==> src/rtl/mbox_tx_pkg.sv <==
package mbox_tx_pkg;

   localparam int OFF_W = 6;

   localparam logic [OFF_W-1:0] OFF_TGT  = 6'h00;
   localparam logic [OFF_W-1:0] OFF_LO   = 6'h04;
   localparam logic [OFF_W-1:0] OFF_HI   = 6'h08;
   localparam logic [OFF_W-1:0] OFF_GO   = 6'h0C;
   localparam logic [OFF_W-1:0] OFF_CLR  = 6'h10;
   localparam logic [OFF_W-1:0] OFF_STS  = 6'h14;
   localparam logic [OFF_W-1:0] OFF_ISTS = 6'h18;
   localparam logic [OFF_W-1:0] OFF_IMSK = 6'h1C;

   // field positions inside the status word
   localparam int BUSY_LSB = 0;
   localparam int OVF_LSB  = 8;
   localparam int DLV_LSB  = 16;
   localparam int FIELD_W  = 8;

   // event vector, bit order matches the mask register
   typedef struct packed {
      logic dlv;    // bit 2
      logic ovf;    // bit 1
      logic fetch;  // bit 0
   } mbx_ev_t;

   localparam int EV_W = 3;

endpackage

==> src/rtl/mbox_tx_slot.sv <==
module mbox_tx_slot #(
   parameter int MSG_W = 64
) (
   input  logic             clk,
   input  logic             rst_n,
   input  logic             load,
   input  logic [MSG_W-1:0] msg_in,
   input  logic             accept,
   input  logic             clr_dlv,
   input  logic             clr_ovf,
   output logic             busy,
   output logic             dlv,
   output logic             ovf,
   output logic [MSG_W-1:0] data,
   output logic             ev_fetch,
   output logic             ev_ovf,
   output logic             ev_dlv
);

   logic             busy_q, dlv_q, ovf_q;
   logic [MSG_W-1:0] data_q;
   logic             take, reject, fetched;

   always_comb begin
      take    = load && !busy_q;
      reject  = load && busy_q;
      fetched = busy_q && accept;
   end

   always_ff @(posedge clk or negedge rst_n) begin
      if (!rst_n) begin
         busy_q <= 1'b0;
         dlv_q  <= 1'b0;
         ovf_q  <= 1'b0;
         data_q <= '0;
      end else begin
         if (take)
            data_q <= msg_in;
         if (take)
            busy_q <= 1'b1;
         else if (fetched)
            busy_q <= 1'b0;
         if (take)
            dlv_q <= 1'b1;
         else if (clr_dlv)
            dlv_q <= 1'b0;
         if (reject)
            ovf_q <= 1'b1;
         else if (clr_ovf)
            ovf_q <= 1'b0;
      end
   end

   assign busy     = busy_q;
   assign dlv      = dlv_q;
   assign ovf      = ovf_q;
   assign data     = data_q;
   assign ev_fetch = fetched;
   assign ev_ovf   = reject;
   assign ev_dlv   = take;

   p_load_sets_flags_r2: assert property (@(posedge clk) disable iff (!rst_n)
      load && !busy |=> busy && dlv && data == $past(msg_in));

   p_keep_pending_r3: assert property (@(posedge clk) disable iff (!rst_n)
      load && busy && !clr_ovf |=> ovf && $stable(data));

   p_fetch_frees_r4: assert property (@(posedge clk) disable iff (!rst_n)
      busy && accept |=> !busy);

   p_no_accept_keeps_r4: assert property (@(posedge clk) disable iff (!rst_n)
      busy && !accept |=> busy);

endmodule

==> src/rtl/mbox_tx_regs.sv <==
module mbox_tx_regs
   import mbox_tx_pkg::*;
#(
   parameter int NUM_TGT = 8,
   parameter int DATA_W  = 32,
   parameter int ADDR_W  = 6,
   parameter int ID_W    = 3
) (
   input  logic                clk,
   input  logic                rst_n,
   input  logic                wr_en,
   input  logic [ADDR_W-1:0]   addr,
   input  logic [DATA_W-1:0]   wdata,
   input  logic [NUM_TGT-1:0]  busy,
   input  logic [NUM_TGT-1:0]  dlv,
   input  logic [NUM_TGT-1:0]  ovf,
   input  logic                irq_pend,
   output logic [2*DATA_W-1:0] msg,
   output logic [ID_W-1:0]     sel_id,
   output logic                go,
   output logic [NUM_TGT-1:0]  clr_dlv,
   output logic [NUM_TGT-1:0]  clr_ovf,
   output logic [EV_W-1:0]     irq_mask,
   output logic                irq_clr,
   output logic [DATA_W-1:0]   rdata
);

   localparam logic [ADDR_W-1:0] A_TGT  = ADDR_W'(OFF_TGT);
   localparam logic [ADDR_W-1:0] A_LO   = ADDR_W'(OFF_LO);
   localparam logic [ADDR_W-1:0] A_HI   = ADDR_W'(OFF_HI);
   localparam logic [ADDR_W-1:0] A_GO   = ADDR_W'(OFF_GO);
   localparam logic [ADDR_W-1:0] A_CLR  = ADDR_W'(OFF_CLR);
   localparam logic [ADDR_W-1:0] A_STS  = ADDR_W'(OFF_STS);
   localparam logic [ADDR_W-1:0] A_ISTS = ADDR_W'(OFF_ISTS);
   localparam logic [ADDR_W-1:0] A_IMSK = ADDR_W'(OFF_IMSK);

   logic [DATA_W-1:0] lo_q, hi_q;
   logic [ID_W-1:0]   id_q;
   logic [EV_W-1:0]   mask_q;
   logic              w_tgt, w_lo, w_hi, w_go, w_clr, w_ists, w_imsk;
   logic [DATA_W-1:0] sts_word;

   always_comb begin
      w_tgt  = wr_en && addr == A_TGT;
      w_lo   = wr_en && addr == A_LO;
      w_hi   = wr_en && addr == A_HI;
      w_go   = wr_en && addr == A_GO;
      w_clr  = wr_en && addr == A_CLR;
      w_ists = wr_en && addr == A_ISTS;
      w_imsk = wr_en && addr == A_IMSK;
   end

   always_ff @(posedge clk or negedge rst_n) begin
      if (!rst_n) begin
         lo_q   <= '0;
         hi_q   <= '0;
         id_q   <= '0;
         mask_q <= '1;
      end else begin
         if (w_lo)   lo_q   <= wdata;
         if (w_hi)   hi_q   <= wdata;
         if (w_tgt)  id_q   <= wdata[ID_W-1:0];
         if (w_imsk) mask_q <= wdata[EV_W-1:0];
      end
   end

   always_comb begin
      go      = w_go && wdata[0];
      irq_clr = w_ists && wdata[0];
      clr_dlv = w_clr ? wdata[DLV_LSB +: NUM_TGT] : '0;
      clr_ovf = w_clr ? wdata[OVF_LSB +: NUM_TGT] : '0;
   end

   always_comb begin
      sts_word = '0;
      sts_word[BUSY_LSB +: NUM_TGT] = busy;
      sts_word[OVF_LSB  +: NUM_TGT] = ovf;
      sts_word[DLV_LSB  +: NUM_TGT] = dlv;
   end

   always_comb begin
      case (addr)
         A_TGT:   rdata = DATA_W'(id_q);
         A_LO:    rdata = lo_q;
         A_HI:    rdata = hi_q;
         A_STS:   rdata = sts_word;
         A_ISTS:  rdata = DATA_W'(irq_pend);
         A_IMSK:  rdata = DATA_W'(mask_q);
         default: rdata = '0;
      endcase
   end

   assign msg      = {hi_q, lo_q};
   assign sel_id   = id_q;
   assign irq_mask = mask_q;

   p_id_holds_r9: assert property (@(posedge clk) disable iff (!rst_n)
      !w_tgt |=> $stable(sel_id));

endmodule

==> src/rtl/mbox_tx_irq.sv <==
module mbox_tx_irq
   import mbox_tx_pkg::*;
(
   input  logic            clk,
   input  logic            rst_n,
   input  mbx_ev_t         ev,
   input  logic [EV_W-1:0] mask,
   input  logic            clr,
   output logic            irq
);

   logic [EV_W-1:0] ev_bits;
   logic            fire;
   logic            irq_q;

   always_comb begin
      ev_bits = ev;
      fire    = |(ev_bits & ~mask);
   end

   always_ff @(posedge clk or negedge rst_n) begin
      if (!rst_n)
         irq_q <= 1'b0;
      else if (fire)
         irq_q <= 1'b1;
      else if (clr)
         irq_q <= 1'b0;
   end

   assign irq = irq_q;

   p_irq_holds_r7: assert property (@(posedge clk) disable iff (!rst_n)
      irq && !clr |=> irq);

   p_masked_quiet_r6: assert property (@(posedge clk) disable iff (!rst_n)
      !irq && (ev & ~mask) == '0 |=> !irq);

endmodule

==> src/rtl/mbox_tx_inbox.sv <==
module mbox_tx_inbox
   import mbox_tx_pkg::*;
#(
   parameter int NUM_TGT = 8,
   parameter int DATA_W  = 32,
   parameter int ADDR_W  = 6
) (
   input  logic                       clk,
   input  logic                       rst_n,
   input  logic                       bus_wr,
   input  logic [ADDR_W-1:0]          bus_addr,
   input  logic [DATA_W-1:0]          bus_wdata,
   output logic [DATA_W-1:0]          bus_rdata,
   output logic [NUM_TGT-1:0]         tgt_valid,
   input  logic [NUM_TGT-1:0]         tgt_accept,
   output logic [NUM_TGT*2*DATA_W-1:0] tgt_data,
   output logic                       irq
);

   localparam int MSG_W = 2 * DATA_W;
   localparam int ID_W  = (NUM_TGT > 1) ? $clog2(NUM_TGT) : 1;

   generate
      if (NUM_TGT < 1 || NUM_TGT > FIELD_W) begin : g_bad_tgt
         $error("NUM_TGT must lie in 1..8");
      end
      if (DATA_W != 32) begin : g_bad_w
         $error("DATA_W must be 32");
      end
      if (ADDR_W < OFF_W) begin : g_bad_a
         $error("ADDR_W too small for the register map");
      end
   endgenerate

   logic [MSG_W-1:0]   msg;
   logic [ID_W-1:0]    sel_id;
   logic               go;
   logic [NUM_TGT-1:0] clr_dlv, clr_ovf;
   logic [EV_W-1:0]    irq_mask;
   logic               irq_clr;
   logic [NUM_TGT-1:0] busy, dlv, ovf;
   logic [NUM_TGT-1:0] load, fetch_v, ovf_v, dlv_v;
   mbx_ev_t            ev;

   mbox_tx_regs #(
      .NUM_TGT(NUM_TGT), .DATA_W(DATA_W), .ADDR_W(ADDR_W), .ID_W(ID_W)
   ) u_regs (
      .clk(clk), .rst_n(rst_n), .wr_en(bus_wr), .addr(bus_addr),
      .wdata(bus_wdata), .busy(busy), .dlv(dlv), .ovf(ovf),
      .irq_pend(irq), .msg(msg), .sel_id(sel_id), .go(go),
      .clr_dlv(clr_dlv), .clr_ovf(clr_ovf), .irq_mask(irq_mask),
      .irq_clr(irq_clr), .rdata(bus_rdata)
   );

   generate
      for (genvar t = 0; t < NUM_TGT; t++) begin : g_slot
         assign load[t] = go && sel_id == ID_W'(t);

         mbox_tx_slot #(.MSG_W(MSG_W)) u_slot (
            .clk(clk), .rst_n(rst_n), .load(load[t]), .msg_in(msg),
            .accept(tgt_accept[t]), .clr_dlv(clr_dlv[t]), .clr_ovf(clr_ovf[t]),
            .busy(busy[t]), .dlv(dlv[t]), .ovf(ovf[t]),
            .data(tgt_data[t*MSG_W +: MSG_W]),
            .ev_fetch(fetch_v[t]), .ev_ovf(ovf_v[t]), .ev_dlv(dlv_v[t])
         );
      end
   endgenerate

   always_comb begin
      ev.fetch = |fetch_v;
      ev.ovf   = |ovf_v;
      ev.dlv   = |dlv_v;
   end

   assign tgt_valid = busy;

   mbox_tx_irq u_irq (
      .clk(clk), .rst_n(rst_n), .ev(ev), .mask(irq_mask),
      .clr(irq_clr), .irq(irq)
   );

   p_idle_go_r8: assert property (@(posedge clk) disable iff (!rst_n)
      bus_wr && bus_addr == ADDR_W'(OFF_GO) && !bus_wdata[0] && tgt_accept == '0
      |=> $stable(busy) && $stable(dlv) && $stable(ovf));

   p_single_load_r10: assert property (@(posedge clk) disable iff (!rst_n)
      $countones(load) <= 1);

endmodule

==> config.mk <==
export PLATFORM = sky130hd
export DESIGN_NAME = mbox_tx_inbox
export DESIGN_NICKNAME = d
export VERILOG_FILES = /design/src/rtl/mbox_tx_pkg.sv /design/src/rtl/mbox_tx_slot.sv /design/src/rtl/mbox_tx_regs.sv /design/src/rtl/mbox_tx_irq.sv /design/src/rtl/mbox_tx_inbox.sv
export SDC_FILE = /design/constraint.sdc
export NUM_CORES = 1
export LEC_CHECK = 0
export BUFFER_PORTS_ARGS = -buffer_cell sky130_fd_sc_hd__buf_2
export CAP_MARGIN = 20
export CELL_PAD_IN_SITES_DETAIL_PLACEMENT = 1
export CELL_PAD_IN_SITES_GLOBAL_PLACEMENT = 2
export CORE_ASPECT_RATIO = 0.7
export CORE_MARGIN = 8
export CORE_UTILIZATION = 38
export CTS_CLUSTER_DIAMETER = 120
export CTS_CLUSTER_SIZE = 30
export DETAILED_ROUTE_END_ITERATION = 10
export PLACE_DENSITY = 0.75
export SETUP_SLACK_MARGIN = 0.05
export SLEW_MARGIN = 20
export SYNTH_ARGS = -nofsm -noshare
export SYNTH_HDL_FRONTEND = slang
export SYNTH_HIERARCHICAL = 1
export SYNTH_SLANG_ARGS = --single-unit
==> constraint.sdc <==
create_clock -name clk -period 2.2 [get_ports clk]
set_input_delay 0.44 -clock clk [delete_from_list [all_inputs] [get_ports clk]]
set_output_delay 0.44 -clock clk [all_outputs]
set_load 0.01 [all_outputs]
==> reports/metrics.csv <==
stage,metric,value,unit
final_layout,area_growth,25.4,%
sta,skew,51.4,ps
sta,layout_min_cycle_time,2350,ps
drt,first_pass_iters,4,
synth,avgSynthCellArea,17.5,µm²
synth,yosys.area.top_type,dfrtp_1,
placed_design,gp_congestion,0.811,
final_layout,design_area,32500,µm²
cts,clk_latency,630,ps
synth,synth.distinct_cells,39,
synth,yosys-top-cells-area,"dfrtp_1, mux2_4, mux2_2",
synth,synth_warnings,6,
run_status,outcome,finished with violations,
floorplan,dieArea,77000,µm²
cts,clk_pin_slew,120,ps
cts,cts.path.max_buffers,3,
sta,slew_viol_final,0,
drt,drc_errors,0,
pwr,peakVddDrop,0.000592,V
final_layout,nFillCells,6740,
final_layout,drive_above_1_share,0.677,
sta,timing.final.crit_share,1.07,
sta,fin_ws,-149,ps
global_routing,grt_first_pass_wirelength,128,mm
synth,yosysSeqAreaShare,0.586,
synth,synth-edff-count,0,
synth,synthArstFlopShare,1.00,
global_routing,grt_max_degree,56,
drt,vias,15600,
floorplan,core_area,67900,µm²
sta,final-setup-viol-count,23,
placed_design,port-buffer-count,601,
pwr,p_leak,0.0173,µW
pwr,p_per_area,587,nW/µm²
floorplan,fp.dieH,235,µm
critical_path,cp_max_fo,6,
drt,drt-total-wl,87.7,mm
sta,hold_violations,0,
final_layout,fin_nets,2240,
floorplan,initial_core_util,0.382,
cts,cts_inserted_buffers,24,
sta,worstMarginPinSlew,510,ps
flow_run,cap_violations,0,
critical_path,cp-start-kind,primary input,
drt,viasPerCell,5.01,
synth,synth.top_cell.area_share,0.583,
synth,ys_seq_elements,607,
placed_design,dp_slack,-489,ps
cts,clkSinkCount,607,
critical_path,critPathRequiredTime,1760,ps
cts,cts_tree,done,
min_path,hold_path.class,primary input to register,
run_status,violations,setup timing,
floorplan,die_w,328,µm
drt,routedWlPerCell,28.2,µm
sta,slew_headroom,0.660,
global_routing,overflow,0,
critical_path,crit_type,primary input to primary output,
synth,syn_area,25900,µm²
drt,drtAntennaViolNets,0,
placed_design,hpwl,63.4,mm
sta,fmax,0.426,GHz
global_routing,grt_pass1_vias,17300,
critical_path,cp.arrival,1910,ps
cts,h-tree-depth,1,
floorplan,io_pins,602,
placed_design,place_area,30700,µm²
global_routing,antenna_found_initial,16,
drt,drt_iter0_drc,696,
synth,synth_nets,1528,
global_routing,gr-usage-all-layers,0.220,
critical_path,cp-end-kind,primary output,
floorplan,rows,80,
cts,cts-root-buf,clkbuf_16,
sta,rsz0062_at_grt,true,
synth,synth_top_flop_cell,dfrtp_1,
synth,synthCells,1479,
-- routing by layer --
layer | track usage | share of wire | up-vias
met5 | 0 | 0.0010 | -
met4 | 0.0434 | 0.022 | 14
met3 | 0.0518 | 0.066 | 91
met2 | 0.359 | 0.47 | 427
met1 | 0.301 | 0.44 | 8432
li1 | - | - | 6608
-- cell families (layout without fill, tap and decap cells) --
group,after synthesis,count (layout),share of synthesized area
flops,607,607,0.586
simple gates,91,91,0.0236
compound gates,81,81,0.0232
mux,588,588,0.319
buf+inv,112,834,0.0477
other cells,0,8,0
-- power breakdown --
group / internal [µW] / switching (µW)
logic: 645 / 743
clock network: 2090 / 3580
registers: 11400 / 583
-- cells in the mapped netlist, types with 3 or more instances --
cell / n
and2_1: 33
nor4_1: 6
buf_8: 8
nand2b_2: 8
nand2b_1: 6
nand2_1: 5
o2bb2ai_1: 21
buf_2: 12
dfstp_2: 3
mux2_2: 144
a22oi_1: 31
dfrtp_1: 604
a21o_1: 8
mux2_4: 442
inv_2: 8
nor2_1: 16
o21ai_0: 16
buf_12: 40
inv_1: 27
buf_6: 8
clkbuf_1: 9
-- registers in the layout (all words and copies together), names as in the netlist --
signal and cells:
u_regs/hi_q 32, g_slot.u_slot/dlv 8, g_slot.u_slot/ovf 8, g_slot.u_slot/busy 8, u_irq/irq 1, u_regs/irq_mask 3
u_regs/lo_q 32, g_slot.u_slot/data 512, u_regs/sel_id 3
-- worst max-delay path: stages --
cell and delay (ps):
buf_8 100, buf_6 110, nor4b_4 380, and2_4 280, buf_12 170, buf_12 130
o2bb2ai_4 140, buf_6 130
-- timing repair --
action,in CTS,in global routing
pin swaps,2,5
gates resized for setup,127,54
hold buffers,9,0
setup endpoints to repair,32,32
hold endpoints to repair,38,0
gates cloned,1,2
buffers inserted,11,9
-- layout by cell type (no fill, tap or decap), types with 3 or more instances in the layout --
cell type,instances
dfstp_2,3
nand2b_1,5
buf_2,569
buf_12,43
inv_1,27
nand2b_2,3
buf_8,4
nor2_2,4
nor4_1,4
buf_4,100
buf_6,36
a21o_1,8
clkbuf_1,10
o2bb2ai_4,16
o2bb2ai_2,5
dfrtp_1,563
nor2_1,5
clkbuf_16,25
mux2_2,111
diode_2,8
inv_4,6
dlygate4sd3_1,9
nand2_1,4
nand2b_4,7
mux2_4,475
a22oi_2,12
nor2_4,7
a22oi_1,19
and2_1,32
o21ai_0,16
dfrtp_2,40
-- per-stage QoR --
| stage | hold slack [ps] | cells | setup TNS, ps | util | total power, µW |
|---|---|---|---|---|---|
| global route | 10.8 | 3109 | -2640 | 0.479 | 19800 |
| floorplan | 144 | 1479 | -45930 | - | 12400 |
| CTS | 0.350 | 3093 | -1300 | 0.474 | 19300 |
| finish | 39.6 | 3111 | -1500 | 0.479 | 19100 |
| detailed placement | 366 | 3036 | -188470 | 0.452 | 13400 |
| global placement | 369 | 3036 | -169770 | 0.452 | 13400 |
-- path summary, 6_finish.rpt --
check,slack [ps],to,cells after the start,start
min in group asynchronous,320,g_slot[0].u_slot/data[7]$_DFFE_PN0P_,2,rst_n
max in group asynchronous,960,u_regs/lo_q[25]$_DFFE_PN0P_,3,rst_n
worst max-delay path,-150,bus_rdata[14],8,bus_addr[1]
worst min-delay path,40,g_slot[7].u_slot/busy$_DFFE_PN0P_,2,tgt_accept[7]
worst min register to register,510,g_slot[1].u_slot/data[24]$_DFFE_PN0P_,1,g_slot[1].u_slot/data[24]$_DFFE_PN0P_
worst max register to register,90,u_irq/irq$_DFFE_PN0P_,10,u_regs/sel_id[1]$_DFFE_PN0P_
-- layout make-up --
| type | instances | area [µm²] | share of cell area |
|---|---|---|---|
| inverter | 35 | 156 | 0.00481 |
| clock inverter | 2 | 46.3 | 0.00142 |
| multi-input combinational | 760 | 10200 | 0.314 |
| antenna | 8 | 20.0 | 0.000616 |
| sequential | 607 | 15200 | 0.469 |
| timing repair buffer | 763 | 5070 | 0.156 |
| tap | 902 | 1130 | 0.0347 |
| clock buffer | 34 | 638 | 0.0196 |
No activity file was read; power rests on OpenSTA's default activity.
